==> src/rtl/pic_pkg.sv <==
// Shared types for the interval counter channel.
// Assumes a 3-bit raw mode field where codes 6 and 7 alias 2 and 3.
package pic_pkg;

    typedef enum logic [2:0] {
        M_TERM     = 3'd0,
        M_ONESHOT  = 3'd1,
        M_RATE     = 3'd2,
        M_SQUARE   = 3'd3,
        M_SWSTROBE = 3'd4,
        M_HWSTROBE = 3'd5
    } pic_mode_e;

    // Fold the two aliased codes onto their base modes.
    function automatic pic_mode_e fold_mode(input logic [2:0] raw);
        if (raw > 3'd5) return pic_mode_e'(raw - 3'd4);
        return pic_mode_e'(raw);
    endfunction

    // Modes in which the gate level enables counting instead of retriggering.
    function automatic logic level_gated(input pic_mode_e m);
        return (m == M_TERM) || (m == M_SWSTROBE);
    endfunction

endpackage

==> src/rtl/pic_gate_sync.sv <==
// Gate synchronizer and rising-edge detector.
// Assumes gate is asynchronous to clk. STAGES flops bring it into the
// clock domain, and one more flop finds the rising edge.
module pic_gate_sync #(
    parameter int STAGES = 2
) (
    input  logic clk,
    input  logic rst_n,
    input  logic gate_async,
    output logic gate_lvl,
    output logic gate_rise
);
    logic [STAGES-1:0] sync_q;
    logic              prev_q;

    generate
        for (genvar i = 0; i < STAGES; i++) begin : g_stage
            // Shift the gate through synchronizer stage i.
            always_ff @(posedge clk) begin
                if (!rst_n) sync_q[i] <= 1'b0;
                else if (i == 0) sync_q[i] <= gate_async;
                else sync_q[i] <= sync_q[(i == 0) ? 0 : i-1];
            end
        end
    endgenerate

    // Remember the previous synchronized level for edge detection.
    always_ff @(posedge clk) begin
        if (!rst_n) prev_q <= 1'b0;
        else        prev_q <= sync_q[STAGES-1];
    end

    assign gate_lvl  = sync_q[STAGES-1];
    assign gate_rise = sync_q[STAGES-1] & ~prev_q;
endmodule

==> src/rtl/pic_count_core.sv <==
// Count state of one channel: mode register, loaded value, elapsed count,
// phase counters for the periodic modes, and the wrapping readback counter.
// Assumes tick is a one-cycle strobe in the clk domain. Priority is
// control write, then load, then gate retrigger, then tick.
module pic_count_core
    import pic_pkg::*;
#(
    parameter int CW = 16
) (
    input  logic          clk,
    input  logic          rst_n,
    input  logic          tick,
    input  logic          gate_lvl,
    input  logic          gate_rise,
    input  logic          ctl_wr,
    input  logic [2:0]    ctl_mode,
    input  logic          ctl_bcd,
    input  logic          load_wr,
    input  logic [CW-1:0] load_val,
    output pic_mode_e     mode_q,
    output logic          bcd_q,
    output logic          armed_q,
    output logic [CW:0]   n_q,
    output logic [CW+1:0] el_q,
    output logic [CW:0]   ph_q,
    output logic [CW-1:0] count_rd
);
    localparam int NW = CW + 1;
    localparam int EW = CW + 2;
    localparam logic [NW-1:0] ONE_N  = NW'(1);
    localparam logic [EW-1:0] TWO_E  = EW'(2);
    localparam logic [EW-1:0] EL_MAX = {EW{1'b1}};

    logic [NW-1:0] ph2_q;
    logic [CW-1:0] cnt_q;
    logic [NW-1:0] load_n;
    logic          adv;
    logic          retrig;
    logic [NW-1:0] ph_nx;
    logic [EW-1:0] sq0, sq1, sq2;
    logic [NW-1:0] rd_full;

    // Turn the written value into N, with zero standing for 2^CW.
    assign load_n = (load_val == '0) ? {1'b1, {CW{1'b0}}} : {1'b0, load_val};

    // Decide whether this cycle restarts or advances the count.
    always_comb begin
        retrig = armed_q && gate_rise && !level_gated(mode_q);
        adv    = armed_q && tick && (gate_lvl || !level_gated(mode_q));
    end

    // Next values of the two phase counters, kept modulo N.
    always_comb begin
        ph_nx = (ph_q == n_q - ONE_N) ? '0 : ph_q + ONE_N;
        sq0   = {1'b0, ph2_q} + TWO_E;
        sq1   = (sq0 >= {1'b0, n_q}) ? sq0 - {1'b0, n_q} : sq0;
        sq2   = (sq1 >= {1'b0, n_q}) ? sq1 - {1'b0, n_q} : sq1;
    end

    // Update the channel state in priority order.
    always_ff @(posedge clk) begin
        if (!rst_n) begin
            mode_q  <= M_TERM;
            bcd_q   <= 1'b0;
            armed_q <= 1'b0;
            n_q     <= '0;
            el_q    <= '0;
            ph_q    <= '0;
            ph2_q   <= '0;
            cnt_q   <= '0;
        end else if (ctl_wr) begin
            mode_q  <= fold_mode(ctl_mode);
            bcd_q   <= ctl_bcd;
            armed_q <= 1'b0;
            el_q    <= '0;
            ph_q    <= '0;
            ph2_q   <= '0;
        end else if (load_wr) begin
            armed_q <= 1'b1;
            n_q     <= load_n;
            el_q    <= '0;
            ph_q    <= '0;
            ph2_q   <= '0;
            cnt_q   <= load_n[CW-1:0];
        end else if (retrig) begin
            el_q    <= '0;
            ph_q    <= '0;
            ph2_q   <= '0;
            cnt_q   <= n_q[CW-1:0];
        end else if (adv) begin
            el_q    <= (el_q == EL_MAX) ? el_q : el_q + EW'(1);
            ph_q    <= ph_nx;
            ph2_q   <= sq2[NW-1:0];
            cnt_q   <= cnt_q - CW'(1);
        end
    end

    // Pick the readable count for the current mode.
    always_comb begin
        rd_full = {1'b0, cnt_q};
        if (armed_q) begin
            case (mode_q)
                M_RATE:   rd_full = n_q - ph_q;
                M_SQUARE: rd_full = n_q - ph2_q;
                default:  rd_full = {1'b0, cnt_q};
            endcase
        end
        count_rd = rd_full[CW-1:0];
    end
endmodule

==> src/rtl/pic_wave_out.sv <==
// Output waveform generator. A pure function of the count state.
// Assumes el never wraps (it saturates) and ph is the elapsed count mod N.
module pic_wave_out
    import pic_pkg::*;
#(
    parameter int CW = 16
) (
    input  pic_mode_e     mode,
    input  logic          armed,
    input  logic [CW:0]   n,
    input  logic [CW+1:0] el,
    input  logic [CW:0]   ph,
    output logic          out
);
    localparam int NW = CW + 1;
    logic [NW:0]   half;
    logic [CW+1:0] n_ext;

    // Work out the high-phase length of the square wave and the widened N.
    always_comb begin
        half  = ({1'b0, n} + (NW+1)'(1)) >> 1;
        n_ext = {1'b0, n};
    end

    // Select the level for the current mode, or the idle level if not armed.
    always_comb begin
        if (!armed) begin
            out = (mode == M_SQUARE);
        end else begin
            case (mode)
                M_TERM:    out = (el >= n_ext);
                M_ONESHOT: out = (el < n_ext);
                M_RATE:    out = (ph == '0) && (el != '0);
                M_SQUARE:  out = ({1'b0, ph} < half);
                default:   out = (el == n_ext);
            endcase
        end
    end
endmodule

==> src/rtl/interval_counter_channel.sv <==
// Top of one programmable interval counter channel.
// Assumes the host side has already assembled full control words and
// counts. tick is the synchronous counter-clock strobe, and gate is asynchronous.
module interval_counter_channel
    import pic_pkg::*;
#(
    parameter int CW          = 16,
    parameter int SYNC_STAGES = 2
) (
    input  logic          clk,
    input  logic          rst_n,
    input  logic          tick,
    input  logic          gate,
    input  logic          ctl_wr,
    input  logic [2:0]    ctl_mode,
    input  logic          ctl_bcd,
    input  logic          load_wr,
    input  logic [CW-1:0] load_val,
    output logic [CW-1:0] count_o,
    output logic          out_o,
    output logic [2:0]    mode_o,
    output logic          bcd_o
);
    logic          gate_lvl, gate_rise;
    pic_mode_e     mode_q;
    logic          armed_q;
    logic [CW:0]   n_q;
    logic [CW+1:0] el_q;
    logic [CW:0]   ph_q;

    pic_gate_sync #(.STAGES(SYNC_STAGES)) u_gsync (
        .clk(clk), .rst_n(rst_n), .gate_async(gate),
        .gate_lvl(gate_lvl), .gate_rise(gate_rise)
    );

    pic_count_core #(.CW(CW)) u_core (
        .clk(clk), .rst_n(rst_n), .tick(tick),
        .gate_lvl(gate_lvl), .gate_rise(gate_rise),
        .ctl_wr(ctl_wr), .ctl_mode(ctl_mode), .ctl_bcd(ctl_bcd),
        .load_wr(load_wr), .load_val(load_val),
        .mode_q(mode_q), .bcd_q(bcd_o), .armed_q(armed_q),
        .n_q(n_q), .el_q(el_q), .ph_q(ph_q), .count_rd(count_o)
    );

    pic_wave_out #(.CW(CW)) u_wave (
        .mode(mode_q), .armed(armed_q), .n(n_q), .el(el_q), .ph(ph_q),
        .out(out_o)
    );

    assign mode_o = mode_q;
endmodule

==> config.mk <==
export PLATFORM = sky130hd
export DESIGN_NAME = interval_counter_channel
export DESIGN_NICKNAME = d
export VERILOG_FILES = /design/src/rtl/pic_pkg.sv /design/src/rtl/pic_gate_sync.sv /design/src/rtl/pic_count_core.sv /design/src/rtl/pic_wave_out.sv /design/src/rtl/interval_counter_channel.sv
export SDC_FILE = /design/constraint.sdc
export NUM_CORES = 1
export LEC_CHECK = 0
export BUFFER_PORTS_ARGS = -buffer_cell sky130_fd_sc_hd__buf_2
export CAP_MARGIN = 20
export CORE_MARGIN = 3
export CORE_UTILIZATION = 35
export CTS_BUF_LIST = sky130_fd_sc_hd__clkbuf_8 sky130_fd_sc_hd__clkbuf_16
export DETAILED_ROUTE_END_ITERATION = 8
export GPL_TIMING_DRIVEN = 0
export MAX_ROUTING_LAYER = met4
export PLACE_DENSITY = 0.57
export SYNTH_ARGS = -nofsm -noshare
export SYNTH_HDL_FRONTEND = slang
export SYNTH_SLANG_ARGS = --single-unit
==> constraint.sdc <==
create_clock -name clk -period 7.65 [get_ports clk]
set_clock_uncertainty 0.2 [all_clocks]
set_input_delay 0.3825 -clock clk [delete_from_list [all_inputs] [get_ports clk]]
set_output_delay 0.3825 -clock clk [all_outputs]
set_load 0.005 [all_outputs]
### Yosys cells after proc, flatten, opt, wreduce, memory -nomap -nowiden

Cells that the tools add are included.

| storage, ports and cells | value |
|---|---|
| bits in registers | 93 |
| word-level logic and storage cells | 74 |
| input port bits | 26 |
| output and inout port bits | 21 |

| cells by class | value |
|---|---|
| mux-type cells | 16 |
| eq/ne operators | 7 |
| reduce and logical (&&, ||, !) cells | 18 |
| $add $sub $neg | 11 |
| bitwise logic cells | 5 |
| magnitude comparators | 6 |

Operator list:

| kind | count |
|---|---|
| 16-bit two-way mux | 4 |
| 18-bit by 17-bit greater-or-equal comparator with 1-bit output | 3 |
| 17-bit two-way mux | 3 |
| 16-bit case mux with 2 select lines | 1 |
| 16-bit subtractor | 2 |
| 17-bit by 1-bit adder with 18-bit output, second input constant | 1 |
| 17-bit by 2-bit adder with 18-bit output, second input constant | 1 |
| 18-bit by 1-bit adder with 18-bit output, second input constant | 1 |
| 18-bit by 17-bit equality test with 1-bit output | 1 |
| 18-bit equality test, second input constant | 1 |
| 18-bit by 17-bit < comparator with 1-bit output | 1 |
| 18-bit two-way mux | 1 |
| 18-bit nonzero test | 1 |
| 18-bit by 17-bit subtractor with 18-bit output | 1 |
| 17-bit by 1-bit adder with 17-bit output, second input constant | 1 |
| 17-bit equality test | 1 |
| 17-bit logical NOT | 1 |
| 17-bit < comparator | 1 |
| 17-bit by 1-bit subtractor with 17-bit output, second input constant | 1 |
| 17-bit subtractor | 1 |
| 16-bit logical NOT | 1 |
| 16-bit by 1-bit subtractor with 16-bit output, second input constant | 1 |
| 3-bit by 2-bit equality test with 1-bit output, second input constant | 2 |
| 3-bit two-way mux | 2 |
| 16 further kinds | 29 |

### Depth between registers and ports, before layout

| depth | value |
|---|---|
| word-level depth | 8 |
| gate-level depth with buffers | 27 |
| mapped depth without buffers | 23 |

### By module

Synthesis repeated with hierarchy kept, for this count alone.

| unflattened totals | value |
|---|---|
| cells, all modules | 1,182 |
| area total of the unflattened synthesis | 9,208.8 µm² |

By module, submodules not included:

| module | cells each | seq. area each (µm²) | area each (µm²) | times used |
|---|---|---|---|---|
| pic_count_core | 1,016 | 1,801.7 | 7,915.1 | 1 |
| pic_wave_out | 159 | 0.0 | 1,201.2 | 1 |
| pic_gate_sync | 7 | 60.1 | 92.6 | 1 |

### Least setup slack after synthesis

Ideal clock, no wire load.

| timing path | value |
|---|---|
| path type | register to register |
| start point | reg u_core.ph2_q[1] |
| end point | reg u_core.ph2_q[0] |
| data required time | 7.364 ns |
| buffers on the path | 3 |
| data arrival time | 5.505 ns |
| setup slack | 1.860 ns |
| stages on the path, launching flop included | 27 |
| period minus slack after synthesis | 5.790 ns |
| library setup time | 0.086 ns |
| cell sequence | dfxtp_1 ha_1 nand3_1 nor2_1 and3_1 xor2_1 ha_1 clkbuf_1 a21o_1 a21o_1 nor3_1 a21oi_1 a21oi_1 buf_2 buf_2 nand2_1 o21ai_0 ha_1 nor2b_1 o31a_1 o21ai_0 nand2b_1 a2111oi_1 o21ai_1 nor2_4 mux2_2 a211oi_1 |

| on the way | value |
|---|---|
| cells in the longest elaborated chain, start to end | 5 |
| elaborated cells between the ends (all ways) | 7 |
| those cells by class | add/sub (3); order compare (2); mux (2) |

Ends and longest elaborated chain:

| what | line | source |
|---|---|---|
| from (decl) | pic_count_core.sv:34 | `logic [NW-1:0] ph2_q;` |
| from (signal assigned) | pic_count_core.sv:93 | `ph2_q <= sq2[NW-1:0];` |
| 17-bit by 2-bit adder with 18-bit output * | pic_count_core.sv:55 | `sq0 = {1'b0, ph2_q} + TWO_E;` |
| 18-bit by 17-bit subtractor with 18-bit output / 18-bit by 17-bit greater-or-equal comparator with 1-bit output (equally long branches) | pic_count_core.sv:56 | `sq1 = (sq0 >= {1'b0, n_q}) ? sq0 - {1'b0, n_q} : sq0;` |
| 18-bit two-way mux * | pic_count_core.sv:56 |  |
| 18-bit by 17-bit greater-or-equal comparator with 1-bit output / 17-bit subtractor (equally long branches) | pic_count_core.sv:57 | `sq2 = (sq1 >= {1'b0, n_q}) ? sq1 - {1'b0, n_q} : sq1;` |
| 17-bit two-way mux * | pic_count_core.sv:57 |  |

Mark *: on every way between the ends. The rest lies on a longest branch, timed or not.
A chain may end at the register's enable or synchronous reset.

### Worst setup path in the final report

| timing path | value |
|---|---|
| start point | reg u_core.ph2_q[1] |
| end point | reg u_core.ph2_q[1] |

| on the way | value |
|---|---|
| cells in the longest elaborated chain, start to end | 5 |
| elaborated cells between the ends (all ways) | 7 |
| those cells by class | add/sub (3); order compare (2); mux (2) |

Ends and longest elaborated chain:

| what | line |
|---|---|
| 17-bit by 2-bit adder with 18-bit output * | pic_count_core.sv:55 |
| 18-bit by 17-bit subtractor with 18-bit output / 18-bit by 17-bit greater-or-equal comparator with 1-bit output (equally long branches) | pic_count_core.sv:56 |
| 18-bit two-way mux * | pic_count_core.sv:56 |
| 17-bit subtractor / 18-bit by 17-bit greater-or-equal comparator with 1-bit output (equally long branches) | pic_count_core.sv:57 |
| 17-bit two-way mux * | pic_count_core.sv:57 |

Marks and branches as above.

==> results.json <==
{
  "rows": 58,
  "p_int_mw": 1.08,
  "seq_area_frac_synth": 0.203,
  "drc_errors": 0,
  "async_flop_share": 0,
  "finalSetupViolCount": 0,
  "crit_path_end_kind": "register",
  "synth_flop_cell": "dfxtp_1",
  "diodes": 0,
  "min_period_ns": 7.00,
  "synth_edf_count": 0,
  "die-area_mm2": 0.0281,
  "final_util": 0.399,
  "drtPass1Iterations": 5,
  "synth-seq-cells": 93,
  "crit_arrival_ns": 7.06,
  "crit_required_ns": 7.71,
  "synth.avg_cell_area_um2": 7.50,
  "startpoint_type": "register",
  "switching_share": 0.356,
  "cp_common_cell": "ha_1",
  "status": "completed",
  "maxCapViolCount": 0,
  "clkPwrFrac": 0.289,
  "cp_num_buf_inv": 4,
  "io_pins": 47,
  "synthDistinctLibCells": 70,
  "die_x_um": 168,
  "total_power_mw": 1.68,
  "wl_per_cell_um": 17.9,
  "worstSkewPairLatency_ns": 0.35,
  "clock-sinks": 93,
  "ctsLongestPathBuffers": 2,
  "grt_pass1_wl_um": 46000,
  "netlist_instances": 1222,
  "antenna_found_initial": 0,
  "synthesis.area_mm2": 0.00916,
  "power_density_mw_per_mm2": 165,
  "drive_gt1_frac": 0.0791,
  "routabilityCongestion": 0.954,
  "yosysWarnings": 0,
  "fin_setup_tns_ns": 0,
  "drv_slew": 0,
  "worst_hold_slack_ns": 0.0404,
  "path_class": "reg2reg",
  "r2r_slack_ns": 0.65,
  "crit_fanout": 10,
  "slowest_delay_ns": 0.50,
  "dpl_cell_area_mm2": 0.00980,
  "tightest_slew_ns": 0.742,
  "tritoncts": "yes",
  "p_sw_mw": 0.599,
  "hold_violations": 0,
  "final.period_utilization": 0.915,
  "ir_drop_mv": 0.106,
  "track_usage": 0.208,
  "vias": 8972,
  "start_util": 0.360,
  "use_met1": 0.291,
  "grt_pass1_vias": 8348,
  "dp_hpwl_um": 23600,
  "numPortBuffers": 45,
  "clk_pin_slew_ns": 0.06,
  "final_area_mm2": 0.0102,
  "drt-initial-drc-count": 611,
  "hold_path_class": "in2reg",
  "seqPwrFrac": 0.305,
  "fmax_mhz": 143,
  "gr-max-usage-layer": "met2",
  "grt_use_met3": 0.0394,
  "area_growth_pct": 11.0,
  "routed_wl_um": 28900,
  "use_met2": 0.319,
  "die_h_um": 168,
  "h-tree-depth": 3,
  "combinationalPowerShare": 0.406,
  "postRouteAntennaNets": 0,
  "core_area_mm2": 0.0255,
  "slew_headroom": 0.500,
  "critPathTopFamily": "compound AO/OA/AOI/OAI gates",
  "n_fill_cell": 2679,
  "cts-buffers-inserted": 9,
  "crit_slowest_cell": "dfxtp_1",
  "grt_setup_unrepaired": "false",
  "root_buffer": "clkbuf_16",
  "synth_fp_nets": 1341,
  "grt_max_degree": 15,
  "p_leak_nw": 4.13,
  "overflow": 0,
  "via_per_inst": 5.54,
  "finalNetCount": 1404
}
-- sequential cells by signal, summed over array words and instances, names as in the netlist --
| signal | flops |
|---|---|
| u_core.ph_q | 17 |
| u_gsync.prev_q | 1 |
| u_core.el_q | 18 |
| u_core.armed_q | 1 |
| u_core.cnt_q | 16 |
| u_core.n_q | 17 |
| u_core.ph2_q | 17 |
| u_gsync.sync_q | 1 |
| u_core.mode_q | 3 |
| u_core.bcd_q | 1 |
| u_gsync.gate_lvl | 1 |
-- Yosys cell counts, types with 4 or more instances --
library cell | number | area share
and2_1 | 11 | 0.0075
o31ai_1 | 5 | 0.0041
or3_4 | 4 | 0.0049
nand2b_1 | 8 | 0.0055
xnor2_1 | 66 | 0.063
o21ai_0 | 76 | 0.042
nand2_1 | 150 | 0.061
a21boi_0 | 19 | 0.016
o22ai_1 | 7 | 0.0048
o31a_1 | 4 | 0.0038
nor4b_1 | 4 | 0.0038
o211a_1 | 9 | 0.0098
nor4_1 | 12 | 0.0082
nand4_1 | 29 | 0.020
clkbuf_1 | 53 | 0.022
ha_1 | 90 | 0.12
or3_1 | 7 | 0.0048
a21o_1 | 24 | 0.020
a21oi_1 | 68 | 0.037
and3_1 | 14 | 0.0096
or4_1 | 4 | 0.0033
inv_1 | 48 | 0.020
o21a_1 | 11 | 0.0090
buf_2 | 6 | 0.0033
or2_2 | 5 | 0.0034
nor2_1 | 114 | 0.047
o211ai_1 | 17 | 0.014
a211o_1 | 6 | 0.0057
mux2i_1 | 28 | 0.031
and4_1 | 4 | 0.0038
xor2_1 | 54 | 0.052
a211oi_1 | 20 | 0.016
nor3_1 | 31 | 0.017
mux2_2 | 6 | 0.0074
nand3_1 | 31 | 0.017
a311oi_1 | 7 | 0.0067
nand3b_1 | 4 | 0.0033
dfxtp_1 | 93 | 0.20
nor2b_1 | 15 | 0.010
a31oi_1 | 11 | 0.0075
-- metrics by stage --
stage | setup WS [ns] | std cells
after global routing | 0.0802 | 1619
after CTS | 0.305 | 1613
after global placement | 0.402 | 1597
final | 0.647 | 1619
after floorplan | 1.86 | 1222
after detailed placement | 0.329 | 1598
-- logic make-up (layout without fill, tap and decap cells) --
logic type	after synthesis	count (layout)	synth area share
flops	93	93	0.203
fa+ha+maj	93	93	0.129
xor+xnor	120	120	0.115
simple gates	456	456	0.241
mux	35	35	0.0395
compound gates	312	312	0.223
buf+inv	113	180	0.0490
-- cell usage in the layout, fill, tap and decap left out, drive strengths merged, types with 5 or more instances in the layout --
cell type and n:
o21a 11, xnor2 66, a311oi 7, a31oi 11, clkbuf 64, nor2b 15, ha 90, nand2 151
nor3 31, dfxtp 93, buf 63, o21ai 79, nand4 29, o31ai 5, nor2 115, and3 14
a21boi 19, mux2i 29, a211o 6, nand2b 8, a21oi 68, and2 11, nand3 31, o22ai 8
o211ai 17, or3 11, a21o 24, a211oi 20, inv 49, or2 5, o211a 9, mux2 6
nor4 14, xor2 54
-- area by class of cell --
class	instances	area (µm²)	share of cell area
flip-flops and latches	93	1860	0.183
plain buffers	65	269	0.0265
clock inverters	5	76.3	0.00750
multi-input cells	1016	6860	0.674
clock buffers	10	239	0.0235
repair buffers	52	275	0.0271
inverters	48	180	0.0177
well taps	330	413	0.0406
-- path summary, 6_finish.rpt --
| path | depth (start not counted) | start | end |
|---|---|---|---|
| worst max-delay path | 27 | u_core.ph2_q[1]$_SDFFE_PP0P_ | u_core.ph2_q[1]$_SDFFE_PP0P_ |
| worst min-delay path | 2 | gate | u_gsync.sync_q[0]$_SDFF_PN0_ |
| worst max register to register | 27 | u_core.ph2_q[1]$_SDFFE_PP0P_ | u_core.ph2_q[1]$_SDFFE_PP0P_ |
| worst min register to register | 1 | u_gsync.sync_q[0]$_SDFF_PN0_ | u_gsync.gate_lvl$_SDFF_PN0_ |
-- layer usage --
layer / wire length [µm] / up-vias
li1: - / 4509
met1: 14200 / 4204
met2: 12700 / 233
met3: 1660 / 26
met4: 325 / 0
met5: 0 / -
-- what timing repair did --
| action | in CTS | in global routing |
|---|---|---|
| setup endpoints to repair | 0 | 17 |
| resized for setup | 0 | 2 |
| buffers inserted | 0 | 6 |
| hold buffers | 0 | 0 |
-- power groups by stage --
stage                     clock network, mW  logic [mW]  registers [mW]
after CTS                             0.495       0.644           0.513
after global placement                    0       0.634           0.524
after global routing                  0.514       0.750           0.515
after floorplan                           0       0.487           0.519
after detailed placement                  0       0.640           0.524
final                                 0.487       0.683           0.514
Note: power is estimated with default switching activity, not from simulation.
